`src/rtl/sfe_pkg.sv`:
```
package sfe_pkg;
  localparam int REG_COUNT = 16;
  localparam int IDX_W     = $clog2(REG_COUNT);

  localparam logic [IDX_W-1:0] RI_CNT_LO = 4'd0;
  localparam logic [IDX_W-1:0] RI_CNT_MD = 4'd1;
  localparam logic [IDX_W-1:0] RI_DPORT  = 4'd2;
  localparam logic [IDX_W-1:0] RI_CMD    = 4'd3;
  localparam logic [IDX_W-1:0] RI_STAT   = 4'd4;
  localparam logic [IDX_W-1:0] RI_CAUSE  = 4'd5;
  localparam logic [IDX_W-1:0] RI_STEP   = 4'd6;
  localparam logic [IDX_W-1:0] RI_FLAGS  = 4'd7;
  localparam logic [IDX_W-1:0] RI_CFG1   = 4'd8;
  localparam logic [IDX_W-1:0] RI_CLKF   = 4'd9;
  localparam logic [IDX_W-1:0] RI_TEST   = 4'd10;
  localparam logic [IDX_W-1:0] RI_CFG2   = 4'd11;
  localparam logic [IDX_W-1:0] RI_CFG3   = 4'd12;
  localparam logic [IDX_W-1:0] RI_SPA    = 4'd13;
  localparam logic [IDX_W-1:0] RI_CNT_HI = 4'd14;
  localparam logic [IDX_W-1:0] RI_SPB    = 4'd15;

  localparam int ST_INT_B     = 7;
  localparam int ST_TC_B      = 4;
  localparam int CFG1_NOREP_B = 6;
  localparam int CMD_DMA_B    = 7;

  localparam logic [7:0] CAUSE_FDONE = 8'h08;
  localparam logic [7:0] CAUSE_BRST  = 8'h80;
  localparam logic [7:0] STEP_DONE   = 8'h04;
  localparam logic [7:0] CFG1_INIT   = 8'h07;

  localparam logic [6:0] OP_FLUSH   = 7'h01;
  localparam logic [6:0] OP_SOFTRST = 7'h02;
  localparam logic [6:0] OP_BUSRST  = 7'h03;
  localparam logic [6:0] OP_DROPSEL = 7'h45;

  localparam logic [1:0] SZ_BYTE = 2'b00;
  localparam logic [1:0] SZ_WORD = 2'b10;

  typedef enum logic [2:0] {
    ACT_NONE, ACT_FLUSH, ACT_SOFTRST, ACT_BUSRST, ACT_DROPSEL
  } cmd_act_e;
endpackage

```
`src/rtl/sfe_bus_decode.sv`:
```
module sfe_bus_decode
  import sfe_pkg::*;
#(
  parameter int ADDR_W    = 8,
  parameter int IDX_SHIFT = 2
) (
  input  logic              bus_valid,
  input  logic              bus_write,
  input  logic [1:0]        bus_size,
  input  logic [ADDR_W-1:0] bus_addr,
  output logic              acc_wr,
  output logic              acc_rd,
  output logic              in_range,
  output logic [IDX_W-1:0]  idx
);
  logic [ADDR_W-1:0] shifted;

  always_comb begin
    shifted  = bus_addr >> IDX_SHIFT;
    in_range = shifted < ADDR_W'(REG_COUNT);
    idx      = shifted[IDX_W-1:0];
    acc_wr   = bus_valid && bus_write && (bus_size == SZ_BYTE || bus_size == SZ_WORD);
    acc_rd   = bus_valid && !bus_write && (bus_size == SZ_BYTE);
  end
endmodule

```
`src/rtl/sfe_cmd_decode.sv`:
```
module sfe_cmd_decode
  import sfe_pkg::*;
(
  input  logic [7:0] cmd,
  output logic       dma_flag,
  output cmd_act_e   act
);
  always_comb begin
    dma_flag = cmd[CMD_DMA_B];
    unique case (cmd[6:0])
      OP_FLUSH:   act = ACT_FLUSH;
      OP_SOFTRST: act = ACT_SOFTRST;
      OP_BUSRST:  act = ACT_BUSRST;
      OP_DROPSEL: act = ACT_DROPSEL;
      default:    act = ACT_NONE;
    endcase
  end
endmodule

```
`src/rtl/scsi_reg_frontend.sv`:
```
module scsi_reg_frontend
  import sfe_pkg::*;
#(
  parameter int         ADDR_W    = 8,
  parameter int         IDX_SHIFT = 2,
  parameter logic [7:0] CHIP_CODE = 8'h5A
) (
  input  logic              clk,
  input  logic              rst,
  input  logic              ext_reset,
  input  logic              bus_valid,
  input  logic              bus_write,
  input  logic [1:0]        bus_size,
  input  logic [ADDR_W-1:0] bus_addr,
  input  logic [31:0]       bus_wdata,
  output logic [7:0]        bus_rdata,
  output logic              bus_rvalid,
  input  logic              ev_req,
  input  logic [7:0]        ev_cause,
  input  logic [7:0]        ev_status,
  output logic              irq,
  output logic              dma_mode
);
  logic [7:0] rd_img [REG_COUNT];
  logic [7:0] wr_img [REG_COUNT];
  logic [7:0] rd_img_n [REG_COUNT];
  logic [7:0] wr_img_n [REG_COUNT];

  logic              irq_q, dma_q, rv_q, dma_n, rv_n, soft_n;
  logic [7:0]        rdat_q, rdat_n;
  logic              acc_wr, acc_rd, in_rng, dma_flag;
  logic [IDX_W-1:0]  idx;
  cmd_act_e          act;
  logic [7:0]        wbyte;
  logic              unused_wdata;
  logic              is_cmd_wr, is_cnt_wr, is_cause_rd;

  assign wbyte        = bus_wdata[7:0];
  assign unused_wdata = ^bus_wdata[31:8];

  sfe_bus_decode #(.ADDR_W(ADDR_W), .IDX_SHIFT(IDX_SHIFT)) u_dec (
    .bus_valid(bus_valid), .bus_write(bus_write), .bus_size(bus_size),
    .bus_addr(bus_addr), .acc_wr(acc_wr), .acc_rd(acc_rd),
    .in_range(in_rng), .idx(idx)
  );

  sfe_cmd_decode u_cmd (.cmd(wbyte), .dma_flag(dma_flag), .act(act));

  assign is_cmd_wr   = acc_wr && in_rng && idx == RI_CMD;
  assign is_cnt_wr   = acc_wr && in_rng &&
                       (idx == RI_CNT_LO || idx == RI_CNT_MD || idx == RI_CNT_HI);
  assign is_cause_rd = acc_rd && in_rng && idx == RI_CAUSE;

  // Next-state: sequencer strobe first, bus access on top of it.
  always_comb begin
    rd_img_n = rd_img;
    wr_img_n = wr_img;
    dma_n    = dma_q;
    rdat_n   = rdat_q;
    rv_n     = 1'b0;
    soft_n   = 1'b0;

    if (ev_req) begin
      rd_img_n[RI_CAUSE] = ev_cause;
      rd_img_n[RI_STAT]  = ev_status | (8'h1 << ST_INT_B);
    end

    if (acc_rd) begin
      rv_n   = 1'b1;
      rdat_n = in_rng ? rd_img[idx] : 8'h00;
      if (is_cause_rd) begin
        rd_img_n[RI_CAUSE]          = 8'h00;
        rd_img_n[RI_STAT][ST_TC_B]  = 1'b0;
        rd_img_n[RI_STAT][ST_INT_B] = 1'b0;
        rd_img_n[RI_STEP]           = STEP_DONE;
      end
    end

    if (acc_wr && in_rng) begin
      wr_img_n[idx] = wbyte;
      unique case (idx)
        RI_CNT_LO, RI_CNT_MD, RI_CNT_HI: rd_img_n[RI_STAT][ST_TC_B] = 1'b0;
        RI_CFG1, RI_CFG2, RI_CFG3, RI_SPA, RI_SPB: rd_img_n[idx] = wbyte;
        RI_CMD: begin
          rd_img_n[RI_CMD] = wbyte;
          dma_n            = dma_flag;
          if (dma_flag) begin
            rd_img_n[RI_CNT_LO] = wr_img[RI_CNT_LO];
            rd_img_n[RI_CNT_MD] = wr_img[RI_CNT_MD];
            rd_img_n[RI_CNT_HI] = wr_img[RI_CNT_HI];
          end
          unique case (act)
            ACT_FLUSH: begin
              rd_img_n[RI_CAUSE] = CAUSE_FDONE;
              rd_img_n[RI_STEP]  = 8'h00;
              rd_img_n[RI_FLAGS] = 8'h00;
            end
            ACT_SOFTRST: soft_n = 1'b1;
            ACT_BUSRST: begin
              rd_img_n[RI_CAUSE] = CAUSE_BRST;
              if (!wr_img[RI_CFG1][CFG1_NOREP_B])
                rd_img_n[RI_STAT][ST_INT_B] = 1'b1;
            end
            ACT_DROPSEL: begin
              rd_img_n[RI_CAUSE]          = 8'h00;
              rd_img_n[RI_STAT][ST_INT_B] = 1'b1;
            end
            default: ;
          endcase
        end
        default: ;
      endcase
    end
  end

  always_ff @(posedge clk) begin
    if (rst || ext_reset || soft_n) begin
      for (int i = 0; i < REG_COUNT; i++) begin
        rd_img[i] <= 8'h00;
        wr_img[i] <= 8'h00;
      end
      rd_img[RI_CNT_HI] <= CHIP_CODE;
      rd_img[RI_CFG1]   <= CFG1_INIT;
      irq_q  <= 1'b0;
      dma_q  <= 1'b0;
      rv_q   <= 1'b0;
      rdat_q <= 8'h00;
    end else begin
      rd_img <= rd_img_n;
      wr_img <= wr_img_n;
      irq_q  <= rd_img_n[RI_STAT][ST_INT_B];
      dma_q  <= dma_n;
      rv_q   <= rv_n;
      rdat_q <= rdat_n;
    end
  end

  assign irq        = irq_q;
  assign dma_mode   = dma_q;
  assign bus_rvalid = rv_q;
  assign bus_rdata  = rdat_q;

  // the interrupt rises only on a strobe or a command write
  a_r1_rise_has_cause: assert property (@(posedge clk) disable iff (rst)
    $rose(irq) |-> $past(ev_req || is_cmd_wr));

  // a cause read lowers irq and leaves the done step with an empty cause
  a_r2_cause_read_clears: assert property (@(posedge clk) disable iff (rst)
    (is_cause_rd && !ext_reset) |=>
      (!irq && rd_img[RI_STEP] == STEP_DONE && rd_img[RI_CAUSE] == 8'h00));

  // a count write leaves the count-zero bit clear
  a_r3_count_write_clears_tc: assert property (@(posedge clk) disable iff (rst)
    (is_cnt_wr && !ext_reset) |=> !rd_img[RI_STAT][ST_TC_B]);

  // the reset pin restores the identification and config values
  a_r6_pin_reset: assert property (@(posedge clk) disable iff (rst)
    ext_reset |=> (!irq && !dma_mode && rd_img[RI_CFG1] == CFG1_INIT &&
                   rd_img[RI_CNT_HI] == CHIP_CODE));

  // a word-sized read is never answered
  a_r10_word_read_rejected: assert property (@(posedge clk) disable iff (rst)
    (bus_valid && !bus_write && bus_size != SZ_BYTE) |=> !bus_rvalid);
endmodule

```
`config.mk`:
```
export PLATFORM = sky130hd
export DESIGN_NAME = scsi_reg_frontend
export DESIGN_NICKNAME = d
export VERILOG_FILES = /design/src/rtl/sfe_pkg.sv /design/src/rtl/sfe_bus_decode.sv /design/src/rtl/sfe_cmd_decode.sv /design/src/rtl/scsi_reg_frontend.sv
export SDC_FILE = /design/constraint.sdc
export NUM_CORES = 1
export LEC_CHECK = 0
export BUFFER_PORTS_ARGS = -buffer_cell sky130_fd_sc_hd__buf_2
export CAP_MARGIN = 20
export CORE_UTILIZATION = 63
export DETAILED_ROUTE_END_ITERATION = 16
export HOLD_SLACK_MARGIN = 0.08
export PLACE_DENSITY = 0.95
export SYNTH_ARGS = -nofsm -noshare
export SYNTH_HDL_FRONTEND = slang
export SYNTH_HIERARCHICAL = 1
export SYNTH_SLANG_ARGS = --single-unit
```
`constraint.sdc`:
```
create_clock -name clk -period 3.1 [get_ports clk]
set_input_delay 0.155 -clock clk [delete_from_list [all_inputs] [get_ports clk]]
set_output_delay 0.155 -clock clk [all_outputs]
set_load 0.02 [all_outputs]
```
Word-level counts from Yosys, hierarchy flattened
Cells that the tools add are included.
Storage, ports and cells
  register bits after elaboration: 267
  input bits: 64
  output and inout bits: 11
  logic and storage cells: 118
Cells by class
  order comparisons: 3
  eq/ne operators: 20
  mux-type cells: 36
  bitwise logic cells: 1
  reduce and logical (&&, ||, !) cells: 22
Operators by type and width (count)
  $bwmux 128: 2
  $mux 96: 1
  $mux 16: 5
  $mux 48: 1
  $mux 8: 6
  $pmux 24 s2: 1
  $bmux 8 s4: 1
  $demux 8 s4: 1
  $pmux 16 s2: 1
  $eq 4x4->1 const B: 6
  $pmux 8 s3: 1
  $pmux 9 s2: 1
  $pmux 8 s2: 1
  $eq 7x2->1 const B: 2
  $pmux 3 s4: 1
  $mux 1: 9
  $logic_and 1x1->1: 8
  $eq 7x1->1 const B: 1
  $eq 7x7->1 const B: 1
  $eq 3x2->1 const B: 2
  $lt 6x5->1 const B: 1
  $reduce_and 2->1: 3
  $reduce_and 3->1: 2
  $ge 5x5->1 const B: 1
  20 further kinds: 23

Longest topological paths before layout
  depth in word-level cells: 11
  mapped depth: 9

Cells and area by module
The synthesis kept the hierarchy.
Modules (own cells, without submodules)
  scsi_reg_frontend: instances 1, cells an instance 707, area an instance 7061.8 µm², seq. area each 3263.1 µm²
  sfe_bus_decode: instances 1, cells an instance 7, area an instance 57.6 µm², seq. area each 0.0 µm²
  sfe_cmd_decode: instances 1, cells an instance 7, area an instance 48.8 µm², seq. area each 0.0 µm²

Least setup slack after synthesis
No wires, ideal clock.
  path type: input -> register
  start point: in bus_wdata[5]
  end point: reg rd_img[87] in the netlist's numbering
  library setup time: 0.074 ns
  arrival: 1.549 ns
  required time: 3.026 ns
  path slack: 1.476 ns
  cell stages on the path: 7
  path buffers: 1
  cell sequence: nor3_2 > and3_1 > clkbuf_1 > nor2_1 > a211o_1 > a221o_1 > a31oi_1
Between the ends
  longest elaborated chain between the ends: 7
  elaborated cells between the ends (all ways): 16
  those cells by class: eq/ne: 8; mux: 7; reduce/logical: 1
Ends and longest elaborated chain
  from (decl): line scsi_reg_frontend.sv:15  | input logic [31:0] bus_wdata,
  $eq 7x7->1 (tied with other cells): line sfe_cmd_decode.sv:10  | unique case (cmd[6:0])
  $pmux 3 s4 *: line sfe_cmd_decode.sv:10
  named net act[0]: line scsi_reg_frontend.sv:33  | cmd_act_e act;
  parallel branches: the longest is 5 deep, another holds $mux 96
  to (signal assigned): line scsi_reg_frontend.sv:129  | rd_img <= rd_img_n;
  to (decl): line scsi_reg_frontend.sv:24  | logic [7:0] rd_img [REG_COUNT];
Mark *: on every way through the listed nets, which the timed path passes.
A chain may end at the register's enable or synchronous reset.

Worst setup path after layout
  start point: in bus_addr[5]
  end point: reg rd_img[9] in the netlist's numbering
Between the ends
  longest elaborated chain between the ends: 7
  elaborated cells between the ends (all ways): 23
  those cells by class: order compare: 3; eq/ne: 7; mux: 6; bitwise: 1; reduce/logical: 6
Ends and longest elaborated chain
  from (decl): line scsi_reg_frontend.sv:14  | input logic [ADDR_W-1:0] bus_addr,
  $not 4->5 (not written as such): line scsi_reg_frontend.sv:83  | RI_CFG1, RI_CFG2, RI_CFG3, RI_SPA, RI_SPB: rd_img_n[idx] = wbyte;
  $ge 5x5->1 (not written as such) or $lt 5x1->1 (tied branches): line scsi_reg_frontend.sv:83
  $logic_and 1x1->1 (not written as such): line scsi_reg_frontend.sv:83
  $mux 8 (not written as such): line scsi_reg_frontend.sv:83
  $demux 8 s4: line scsi_reg_frontend.sv:83
  $bwmux 128: line scsi_reg_frontend.sv:83
  $pmux 8 s2: line scsi_reg_frontend.sv:81  | unique case (idx)
Several ways; a longest one is shown, not always the timed one.

==> key figures <==
Critical path
  – Setup crit start: bus_addr[5]
  – Reg2Reg Depth: 4
  – Worst R2R End: bus_rdata[7]$_SDFFE_PP0P_
  – Critical R2R Launch: rd_img[15]$_SDFFE_PP0P_
  – Worst Path Required: 3.37 ns
  – CP max FO: 32
  – CP Launch Type: input port
  – WP data arrival: 2.36 ns
  – Critical Path End Type: register
  – Crit path to: rd_img[9]$_SDFFE_PP1P_
  – Crit Path Class: input port to register
  – R2r setup slk: 1.50 ns

Timing
  – Fmax: 477 MHz
  – Period minus WS final: 2.09 ns
  – RSZ-0062 raised after global routing: no
  – Worst slew margin: 34.0%
  – Clock Skews: 0.00838 ns
  – Final setup fails: 0
  – Period utilization: 67.6%
  – Setup_tns: 0 ns
  – Count of pins over their slew limit: 0
  – Hold Violations, Final: 0
  – Worst-margin pin slew: 0.990 ns

Die
  – Die Y: 109 µm
  – Rows: 38
  – Core area: 11000 µm²
  – Initial Util: 65.3%
  – Die Area: 11800 µm²
  – Io pins: 75
  – Die Span X: 109 µm

Global route
  – First-pass GRT wire length: 31000 µm
  – Largest net degree at the start of global routing: 46
  – Initial antenna violation count: 1
  – GRT Total Usage: 35.7%
  – Final global-route overflow total: 0
  – Vias in the first global route: 5902

Power and ir drop
  – Net Sw Power: 1030 µW
  – Logic pwr share: 6.0%
  – Clock power share: 48.8%
  – Tot Pwr: 4660 µW
  – VDD IR max: 0.530 mV
  – Leakage dissipation: 0.00314 µW
  – Internal power: 3640 µW
  – Switching share of power: 22.0%
  – PwrDens: 573 nW/µm²
  – Seq pwr share: 45.2%

Synth
  – Main combinational cell family by area after synthesis: multiplexers
  – Simple-gate portion of the synthesized area: 17.9%
  – Mux cell area share after synthesis: 19.2%
  – Synth Flop Type: dfxtp_1
  – Yosys warning total: 6
  – Sequential area share after synthesis: 45.5%
  – Synth Register Bits: 163
  – Distinct cells, synth: 54
  – Post-synthesis xor/xnor area fraction: 0.244%
  – Synth Area in Adders: 0%
  – Synth Instances: 721
  – Mapped cell area: 7170 µm²
  – Post-synth EDFFs: 0
  – Syn nets: 785
  – Post-synth ARST share: 0%
  – Compound-Gate Fraction of Synth Area: 11.9%
  – Syn avg cell area: 9.94 µm²

Final layout
  – Nets: 815
  – Ratio of cells with drive above 1 in the final layout: 18.6%
  – Layout area overhead: 13.5%

Route
  – Remaining DRCs: 0
  – Via count: 6006
  – Routed WL: 19700 µm
  – Avg WL per Cell: 21.8 µm
  – Initial DRT Pass Iterations: 7
  – Via density per instance: 6.64
  – DR iter-0 viols: 656
  – Routed Antenna Nets: 0

Placed design
  – Gpl congestion: 0.883
  – Final HPWL DP: 11800 µm
  – Port Buf Inserts: 47

Clocking
  – Cells resized by post-CTS repair: 0
  – CTS clk-pin slew, worst paths: 0.06 ns
  – CTS sink cnt: 163
  – Root Driver: clkbuf_16
  – Hold_buf cts: 12
  – Htree depth: 4
  – Clk_lat worst skew: 0.43 ns
  – Num CTS Buffers: 17
  – CTS tree: built
  – CTS Buffer Depth: 2
  – Setup Buffers After CTS: 0

Hold path
  – Min-delay worst type: input port to register

Outcome
  – Status: complete, no violations

Flow run
  – Maximum Capacitance Violations: 0
[power by group through the flow]
stage / Sequential, µW / Combinational (µW) / Clock, µW
after global routing: 2110 / 295 / 2350
after detailed placement: 2150 / 256 / 0
after global placement: 2150 / 247 / 0
final: 2110 / 281 / 2270
after CTS: 2110 / 271 / 2270
after floorplan: 2150 / 184 / 0
[logic make-up after synthesis]
kind of cell	after synthesis
and+or+nand+nor	251
DFF	163
AOI/OAI and AO/OA	139
muxes	97
buffers and inverters	69
xor gates and xnor gates	2
[how the worst min path moves through the flow]
stage            startpoint               endpoint  cells after the start
4_1_cts           ext_reset  rd_img[83]$_SDFF_PP0_                      3
3_5_place_dp   ev_status[2]  rd_img[90]$_SDFF_PP0_                      3
5_1_grt                 rst  rd_img[83]$_SDFF_PP0_                      3
2_1_floorplan   ev_cause[0]  rd_img[80]$_SDFF_PP0_                      2
3_3_place_gp   ev_status[0]  rd_img[88]$_SDFF_PP0_                      3
6_report          ext_reset  rd_img[83]$_SDFF_PP0_                      3
[flip-flops by register name, summed over array words and instances, names as in the netlist]
register,count
bus_rvalid,1
dma_mode,1
bus_rdata,8
rd_img,128
wr_img,25
[cells in the mapped netlist (all sizes together) (4+ instances only)]
| master | count | share of area, % |
|---|---|---|
| a21oi | 65 | 4.5 |
| a22o | 20 | 2.4 |
| a22oi | 10 | 1.0 |
| and2 | 44 | 3.8 |
| and3 | 4 | 0.35 |
| buf | 41 | 3.7 |
| clkbuf | 25 | 1.3 |
| dfxtp | 163 | 46 |
| mux2i | 63 | 8.8 |
| mux4 | 32 | 10 |
| nand2 | 73 | 3.8 |
| nand2b | 9 | 0.79 |
| nand3 | 14 | 1.0 |
| nor2 | 65 | 3.5 |
| nor3 | 7 | 0.87 |
| o21ai | 26 | 1.8 |
| or3 | 17 | 1.5 |
[worst max-delay path, stage by stage]
cell and delay [ns]:
buf_2 0.30, or2_0 0.81, nor3_4 0.08, buf_4 0.25, a31oi_2 0.20, buf_4 0.34, o311ai_0 0.22
[layout by cell type (no fill, tap or decap), types with 6 or more instances in the layout]
master,synthesis,final
dfxtp_1,163,163
nand2b_1,9,9
nor2_1,63,63
a22o_1,20,20
dlygate4sd3_1,0,12
buf_4,14,17
mux2i_1,63,63
nand3_1,13,13
o21ai_0,20,20
buf_2,19,47
o21ai_1,6,6
a21oi_1,65,65
mux4_2,32,32
a22oi_1,10,10
and2_1,44,44
clkbuf_16,0,17
or3_1,17,17
nand2_1,73,73
[layer usage]
metal,up-vias,wire (µm),global-route usage (%)
met5,-,0,0
met1,2890,7360,43.5
met2,409,9490,58.5
li1,2607,-,-
met3,100,1950,8.73
met4,0,930,19.0
[layout make-up]
cell class	instances	area (µm²)
clock inverters	8	148
multi-input cells	489	3550
well taps	140	175
fillers	663	2850
clock buffers	23	488
repair buffers	77	503
diodes	1	2.50
flip-flops and latches	163	3260
inverters	3	11.3
[stage by stage]
stage | std cells | instance area (µm²) | setup slack [ns] | utilization (%) | hold WS (ns)
finish | 904 | 8140 | 1.01 | 74.1 | 0.0979
global route | 904 | 8140 | 0.922 | 74.1 | 0.0945
CTS | 903 | 8140 | 1.10 | 74.1 | 0.0818
detailed placement | 860 | 7380 | 0.665 | 67.2 | 0.404
global placement | 860 | 7380 | 0.799 | 67.2 | 0.390
floorplan | 721 | 7170 | 1.48 | - | 0.302
No activity file was read; power rests on OpenSTA's default activity.
